===== config.mk =====
export PLATFORM = sky130hd
export DESIGN_NAME = lock_sem_unit
export DESIGN_NICKNAME = d
export VERILOG_FILES = /design/src/rtl/lsu_pkg.sv /design/src/rtl/lsu_stage.sv /design/src/rtl/lsu_state.sv /design/src/rtl/lsu_rsp.sv /design/src/rtl/lock_sem_unit.sv
export SDC_FILE = /design/constraint.sdc
export NUM_CORES = 1
export LEC_CHECK = 0
export ABC_AREA = 1
export CELL_PAD_IN_SITES_DETAIL_PLACEMENT = 1
export CELL_PAD_IN_SITES_GLOBAL_PLACEMENT = 2
export CORE_MARGIN = 2
export CORE_UTILIZATION = 33
export DETAILED_ROUTE_END_ITERATION = 10
export GPL_TIMING_DRIVEN = 0
export PLACE_DENSITY_LB_ADDON = 0.1
export SYNTH_ARGS = -nofsm -noshare
export SYNTH_HDL_FRONTEND = slang
export SYNTH_SLANG_ARGS = --single-unit

===== constraint.sdc =====
create_clock -name clk_i -period 15.9 [get_ports clk_i]
set_input_delay 3.18 -clock clk_i [delete_from_list [all_inputs] [get_ports clk_i]]
set_output_delay 3.18 -clock clk_i [all_outputs]
set_load 0.02 [all_outputs]

===== src/rtl/lsu_pkg.sv =====
package lsu_pkg;
  typedef enum logic [1:0] {
    OP_MTX_TAKE = 2'b00,
    OP_MTX_GIVE = 2'b01,
    OP_SEM_TAKE = 2'b10,
    OP_SEM_GIVE = 2'b11
  } lsu_op_e;
endpackage


===== src/rtl/lsu_stage.sv =====
module lsu_stage
  import lsu_pkg::*;
#(
  parameter int NUM_REQ = 4,
  parameter int NUM_MTX = 8,
  parameter int CNT_W   = 5,
  parameter int REQ_ID  = 0,
  localparam int ID_W  = (NUM_REQ > 1) ? $clog2(NUM_REQ) : 1,
  localparam int IDX_W = (NUM_MTX > 1) ? $clog2(NUM_MTX) : 1
) (
  input  logic                    valid_i,
  input  logic [1:0]              op_i,
  input  logic [IDX_W-1:0]        idx_i,
  input  logic [NUM_MTX-1:0]      held_i,
  input  logic [NUM_MTX*ID_W-1:0] owner_i,
  input  logic [CNT_W-1:0]        count_i,
  input  logic [CNT_W-1:0]        limit_i,
  output logic [NUM_MTX-1:0]      held_o,
  output logic [NUM_MTX*ID_W-1:0] owner_o,
  output logic [CNT_W-1:0]        count_o,
  output logic                    grant_o,
  output logic                    prior_o,
  output logic                    err_o
);
  localparam logic [ID_W-1:0] MY_ID = ID_W'(REQ_ID);

  lsu_op_e         op;
  logic [ID_W-1:0] cur_owner;
  logic            cur_held;

  assign op        = lsu_op_e'(op_i);
  assign cur_owner = owner_i[int'(idx_i)*ID_W +: ID_W];
  assign cur_held  = held_i[idx_i];

  always_comb begin
    held_o  = held_i;
    owner_o = owner_i;
    count_o = count_i;
    grant_o = 1'b0;
    prior_o = 1'b0;
    err_o   = 1'b0;
    if (valid_i) begin
      unique case (op)
        OP_MTX_TAKE: begin
          prior_o = cur_held;
          if (!cur_held) begin
            held_o[idx_i]                          = 1'b1;
            owner_o[int'(idx_i)*ID_W +: ID_W]      = MY_ID;
            grant_o                                = 1'b1;
          end else if (cur_owner == MY_ID) begin
            err_o = 1'b1;  // relock by holder
          end
        end
        OP_MTX_GIVE: begin
          if (cur_held && cur_owner == MY_ID) begin
            held_o[idx_i] = 1'b0;
            grant_o       = 1'b1;
          end else begin
            err_o = 1'b1;  // not the holder, or already free
          end
        end
        OP_SEM_TAKE: begin
          if (count_i < limit_i) begin
            count_o = count_i + CNT_W'(1);
            grant_o = 1'b1;
          end
        end
        OP_SEM_GIVE: begin
          if (count_i != '0) begin
            count_o = count_i - CNT_W'(1);
            grant_o = 1'b1;
          end else begin
            err_o = 1'b1;  // underflow
          end
        end
      endcase
    end
  end
endmodule


===== src/rtl/lsu_state.sv =====
module lsu_state #(
  parameter int NUM_REQ   = 4,
  parameter int NUM_MTX   = 8,
  parameter int CNT_W     = 5,
  parameter int LIMIT_RST = 10,
  localparam int ID_W = (NUM_REQ > 1) ? $clog2(NUM_REQ) : 1
) (
  input  logic                    clk_i,
  input  logic                    rst_ni,
  input  logic [NUM_MTX-1:0]      held_d,
  input  logic [NUM_MTX*ID_W-1:0] owner_d,
  input  logic [CNT_W-1:0]        count_d,
  input  logic                    cfg_we_i,
  input  logic [CNT_W-1:0]        cfg_limit_i,
  output logic [NUM_MTX-1:0]      held_q,
  output logic [NUM_MTX*ID_W-1:0] owner_q,
  output logic [CNT_W-1:0]        count_q,
  output logic [CNT_W-1:0]        limit_q
);
  always_ff @(posedge clk_i or negedge rst_ni) begin
    if (!rst_ni) begin
      held_q  <= '0;
      owner_q <= '0;
      count_q <= '0;
    end else begin
      held_q  <= held_d;
      owner_q <= owner_d;
      count_q <= count_d;
    end
  end

  always_ff @(posedge clk_i or negedge rst_ni) begin
    if (!rst_ni)       limit_q <= CNT_W'(LIMIT_RST);
    else if (cfg_we_i) limit_q <= cfg_limit_i;
  end
endmodule


===== src/rtl/lsu_rsp.sv =====
module lsu_rsp #(
  parameter int NUM_REQ = 4
) (
  input  logic               clk_i,
  input  logic               rst_ni,
  input  logic [NUM_REQ-1:0] valid_d,
  input  logic [NUM_REQ-1:0] grant_d,
  input  logic [NUM_REQ-1:0] prior_d,
  input  logic [NUM_REQ-1:0] err_d,
  output logic [NUM_REQ-1:0] valid_q,
  output logic [NUM_REQ-1:0] grant_q,
  output logic [NUM_REQ-1:0] prior_q,
  output logic [NUM_REQ-1:0] err_q
);
  always_ff @(posedge clk_i or negedge rst_ni) begin
    if (!rst_ni) begin
      valid_q <= '0;
      grant_q <= '0;
      prior_q <= '0;
      err_q   <= '0;
    end else begin
      valid_q <= valid_d;
      grant_q <= grant_d;
      prior_q <= prior_d;
      err_q   <= err_d;
    end
  end
endmodule


===== src/rtl/lock_sem_unit.sv =====
module lock_sem_unit #(
  parameter int NUM_REQ   = 4,
  parameter int NUM_MTX   = 8,
  parameter int CNT_W     = 5,
  parameter int LIMIT_RST = 10,
  localparam int ID_W  = (NUM_REQ > 1) ? $clog2(NUM_REQ) : 1,
  localparam int IDX_W = (NUM_MTX > 1) ? $clog2(NUM_MTX) : 1
) (
  input  logic                     clk_i,
  input  logic                     rst_ni,
  input  logic [NUM_REQ-1:0]       req_valid_i,
  input  logic [2*NUM_REQ-1:0]     req_op_i,
  input  logic [IDX_W*NUM_REQ-1:0] req_idx_i,
  input  logic                     cfg_we_i,
  input  logic [CNT_W-1:0]         cfg_limit_i,
  output logic [NUM_REQ-1:0]       rsp_valid_o,
  output logic [NUM_REQ-1:0]       rsp_grant_o,
  output logic [NUM_REQ-1:0]       rsp_prior_o,
  output logic [NUM_REQ-1:0]       rsp_err_o,
  output logic [NUM_MTX-1:0]       mtx_held_o,
  output logic [CNT_W-1:0]         sem_count_o,
  output logic [CNT_W-1:0]         sem_limit_o
);
  logic [NUM_MTX-1:0]      held_c  [NUM_REQ+1];
  logic [NUM_MTX*ID_W-1:0] owner_c [NUM_REQ+1];
  logic [CNT_W-1:0]        count_c [NUM_REQ+1];

  logic [NUM_MTX-1:0]      held_q;
  logic [NUM_MTX*ID_W-1:0] owner_q;
  logic [CNT_W-1:0]        count_q;
  logic [CNT_W-1:0]        limit_q;

  logic [NUM_REQ-1:0] grant_c, prior_c, err_c;

  assign held_c[0]  = held_q;
  assign owner_c[0] = owner_q;
  assign count_c[0] = count_q;

  // Ascending lane order: each stage sees the state left by the lanes below.
  for (genvar g = 0; g < NUM_REQ; g++) begin : g_lane
    lsu_stage #(
      .NUM_REQ(NUM_REQ),
      .NUM_MTX(NUM_MTX),
      .CNT_W  (CNT_W),
      .REQ_ID (g)
    ) u_stage (
      .valid_i(req_valid_i[g]),
      .op_i   (req_op_i[2*g +: 2]),
      .idx_i  (req_idx_i[IDX_W*g +: IDX_W]),
      .held_i (held_c[g]),
      .owner_i(owner_c[g]),
      .count_i(count_c[g]),
      .limit_i(limit_q),
      .held_o (held_c[g+1]),
      .owner_o(owner_c[g+1]),
      .count_o(count_c[g+1]),
      .grant_o(grant_c[g]),
      .prior_o(prior_c[g]),
      .err_o  (err_c[g])
    );
  end

  lsu_state #(
    .NUM_REQ  (NUM_REQ),
    .NUM_MTX  (NUM_MTX),
    .CNT_W    (CNT_W),
    .LIMIT_RST(LIMIT_RST)
  ) u_state (
    .clk_i      (clk_i),
    .rst_ni     (rst_ni),
    .held_d     (held_c[NUM_REQ]),
    .owner_d    (owner_c[NUM_REQ]),
    .count_d    (count_c[NUM_REQ]),
    .cfg_we_i   (cfg_we_i),
    .cfg_limit_i(cfg_limit_i),
    .held_q     (held_q),
    .owner_q    (owner_q),
    .count_q    (count_q),
    .limit_q    (limit_q)
  );

  lsu_rsp #(
    .NUM_REQ(NUM_REQ)
  ) u_rsp (
    .clk_i  (clk_i),
    .rst_ni (rst_ni),
    .valid_d(req_valid_i),
    .grant_d(grant_c),
    .prior_d(prior_c),
    .err_d  (err_c),
    .valid_q(rsp_valid_o),
    .grant_q(rsp_grant_o),
    .prior_q(rsp_prior_o),
    .err_q  (rsp_err_o)
  );

  assign mtx_held_o  = held_q;
  assign sem_count_o = count_q;
  assign sem_limit_o = limit_q;
endmodule


==> results.yml <==
synth:
  ys_warn_count: 0
  synth_top_area_frac: 0.2247
  syn_area_per_cell_um2: 5.790
  synth.most_common_cell: "nand2_1"
  synth_nets: 1186
  synthArstFlopShare: 1.000
  yosys_register_bits: 50
  synth_largest_area_cell: "nand2_1"
  synth_top_cells_by_count: "384 x nand2_1, 143 x inv_1, 122 x nor2_1"
  ys.flop_type: "dfrtp_1"
  syn_inst: 1108
  ys_seq_area_frac: 0.1954
  synth_edf_count: 0
  ys_top_cells_by_area: "nand2_1 22%, dfrtp_1 19%, ha_1 9.0%, nand3_1 8.7%, inv_1 8.4%"
  synth.cell_area_um2: 6415
  ys_types: 46
drt:
  drt_wl_total_mm: 23.86
  post-route-drc-count: 0
  drtIter0Drc: 397
  first_pass_iters: 5
  postRouteAntennaNets: 0
  post_drt_via_cell_ratio: 4.983
  route.detailed.wl_per_inst_um: 16.58
  vias: 7171
worst_hold_path:
  hold_class: "reg2reg"
worst_setup_path:
  cp_slowest_cell: "clkdlybuf4s50_1"
  crit_type: "in2reg"
  crit_start: "req_op_i[1]"
  cp-end-kind: "flip-flop"
  reg2reg_depth: 42
  cp.arrival_ns: 9.67
  endpoint: "u_state.count_q[3]"
  cpMostUsedCell: "nand2_1"
  cp_max_fo: 10
  startpoint_type: "input port"
  r2r_end: "u_state.count_q[3]"
  worstPathRequired_ns: 16.09
  rrSetupSlack_ns: 8.71
  slowest_delay_ns: 0.62
  r2r_start: "u_state.limit_q[3]"
final_layout:
  nets: 1256
  fin_util: 0.3994
  syn2layout_area_growth_pct: 17.63
  fillers: 2634
  n_antenna_cell: 0
  final_cell_count_no_fill: 1439
  stdcell_area_um2: 7546
  layout-drive-gt1-share: 0.06616
pwr:
  power_density_nw_per_um2: 100.2
  leakagePower_nw: 3.926
  ir_drop_mv: 0.04226
global_route:
  grt_pass1_vias: 7041
  grt.overflow.total: 0
  grt_max_degree: 32
  grt_pass1_wl_mm: 38.58
  gr-usage-all-layers: 0.2414
  antenna_found_initial: 0
sta:
  maxSlewHeadroom: 0.5451
  min_period_over_period: 0.5963
  min_period_ns: 9.482
  finalSetupTns_ns: 0
  fin_skew_ns: 0.009109
  tightestPinTransition_ns: 0.6799
  slew_violations: 0
  finalHoldViolCount: 0
  holdWs_ns: 0.6458
  fmax_mhz: 105.5
  rsz0062_at_grt: "no"
  setup_viol: 0
floorplanning:
  start_util: 0.3395
  rows: 50
  core_um2: 18890
  die_h_um: 143.4
  ios: 66
  die_w_um: 143.4
  die_area_um2: 20570
cts:
  clockRootBuffer: "clkbuf_16"
  cts_tree: "yes"
  clock-sinks: 50
  postCtsHoldBufs: 0
  clock_latency_ns: 0.31
  numCtsBuffers: 5
  cts-resized-gates: 0
  postCtsSetupBuffers: 0
  clkTransAtPathRegs_ns: 0.08
  cts_max_level: 2
  cts.path.max_buffers: 2
placed_design:
  numPortBuffers: 62
  dp.cells: 1431
  dpl_cell_area_um2: 7376
  hpwl_mm: 19.98
  gp_congestion: 0.9023
run:
  maxCapViolations: 0
outcome:
  status: "finished, final reports clean"
[cells in the final DEF (no fill, tap or decap), types with 9 or more instances in the layout]
master,count
nand4_1,30
nand2_2,10
o21ai_1,10
nor3_1,14
a21oi_1,31
o21ai_0,57
ha_1,46
nand2_1,384
inv_1,143
nand3_1,111
inv_2,9
clkdlybuf4s50_1,61
nor2_1,122
dfrtp_1,48
[worst max-delay path: cells and delay by family]
kind / cells / cell delay (ns)
buffers and inverters: 10 / 2.09
AO/OA/AOI/OAI: 10 / 1.88
AND/OR/NAND/NOR: 16 / 1.64
adder cells (fa/ha/maj): 3 / 0.88
[sequential cells by signal, summed over array words and instances (netlist names)]
name,count
u_rsp.prior_q,4
u_state.limit_q,5
u_state.count_q,5
u_rsp.valid_q,4
u_rsp.err_q,4
u_rsp.grant_q,4
u_state.owner_q,16
u_state.held_q,8
[power breakdown]
part | switching [W] | total (W) | leakage [nW] | internal (W)
sequential | 0.0000343 | 0.000191 | 0.621 | 0.000156
combinational | 0.000285 | 0.000433 | 3.23 | 0.000148
clock | 0.0000579 | 0.000132 | 0.0760 | 0.0000745
total | 0.000377 | 0.000756 | 3.93 | 0.000379
[metrics by stage]
stage          power [W]  setup slack, ns
2_1_floorplan  0.0004755            7.955
5_1_grt        0.0008283            5.787
6_report       0.0007558            6.418
4_1_cts        0.0007584            6.445
3_3_place_gp   0.0006165            6.162
3_5_place_dp   0.0006232            6.141
[area by class of cell]
class	count	area [µm²]	area share
multi-input combinational	886	4456	0.5904
sequential	50	1254	0.1661
clock buffer	5	125.1	0.01658
inverter	155	588.1	0.07793
timing repair buffer	63	635.6	0.08423
tap	260	325.3	0.04311
clock inverter	3	45.04	0.005969
buffer	17	117.6	0.01559
[metal layers]
| metal | global-route usage | share of wire | vias up |
|---|---|---|---|
| met2 | 0.3779 | 0.43 | 106 |
| met5 | 0 | 0 | - |
| met1 | 0.3623 | 0.53 | 3359 |
| li1 | - | - | 3690 |
| met4 | 0.04747 | 0.015 | 0 |
| met3 | 0.02033 | 0.026 | 16 |
[worst min-delay path by stage]
stage | startpoint | to | slack, ns | cells past startpoint
after floorplan | u_state.owner_q[5] | u_state.owner_q[5] | 0.54 | 2
after global placement | u_state.owner_q[3] | u_state.owner_q[3] | 0.63 | 2
after detailed placement | u_state.limit_q[3] | u_state.limit_q[3] | 0.63 | 2
after CTS | u_state.limit_q[3] | u_state.limit_q[3] | 0.65 | 2
after global routing | u_state.limit_q[3] | u_state.limit_q[3] | 0.70 | 2
final | u_state.limit_q[3] | u_state.limit_q[3] | 0.65 | 2
[cells by family (layout without fill, tap and decap cells)]
family,Yosys count,after routing,synth area share
and+or+nand+nor,710,710,0.4861
buffers and inverters,172,243,0.1100
AOI/OAI and AO/OA,123,123,0.1092
DFF,50,50,0.1954
adders and majority gates,46,46,0.08972
xor gates and xnor gates,7,7,0.009557
No activity file was read; power rests on OpenSTA's default activity.
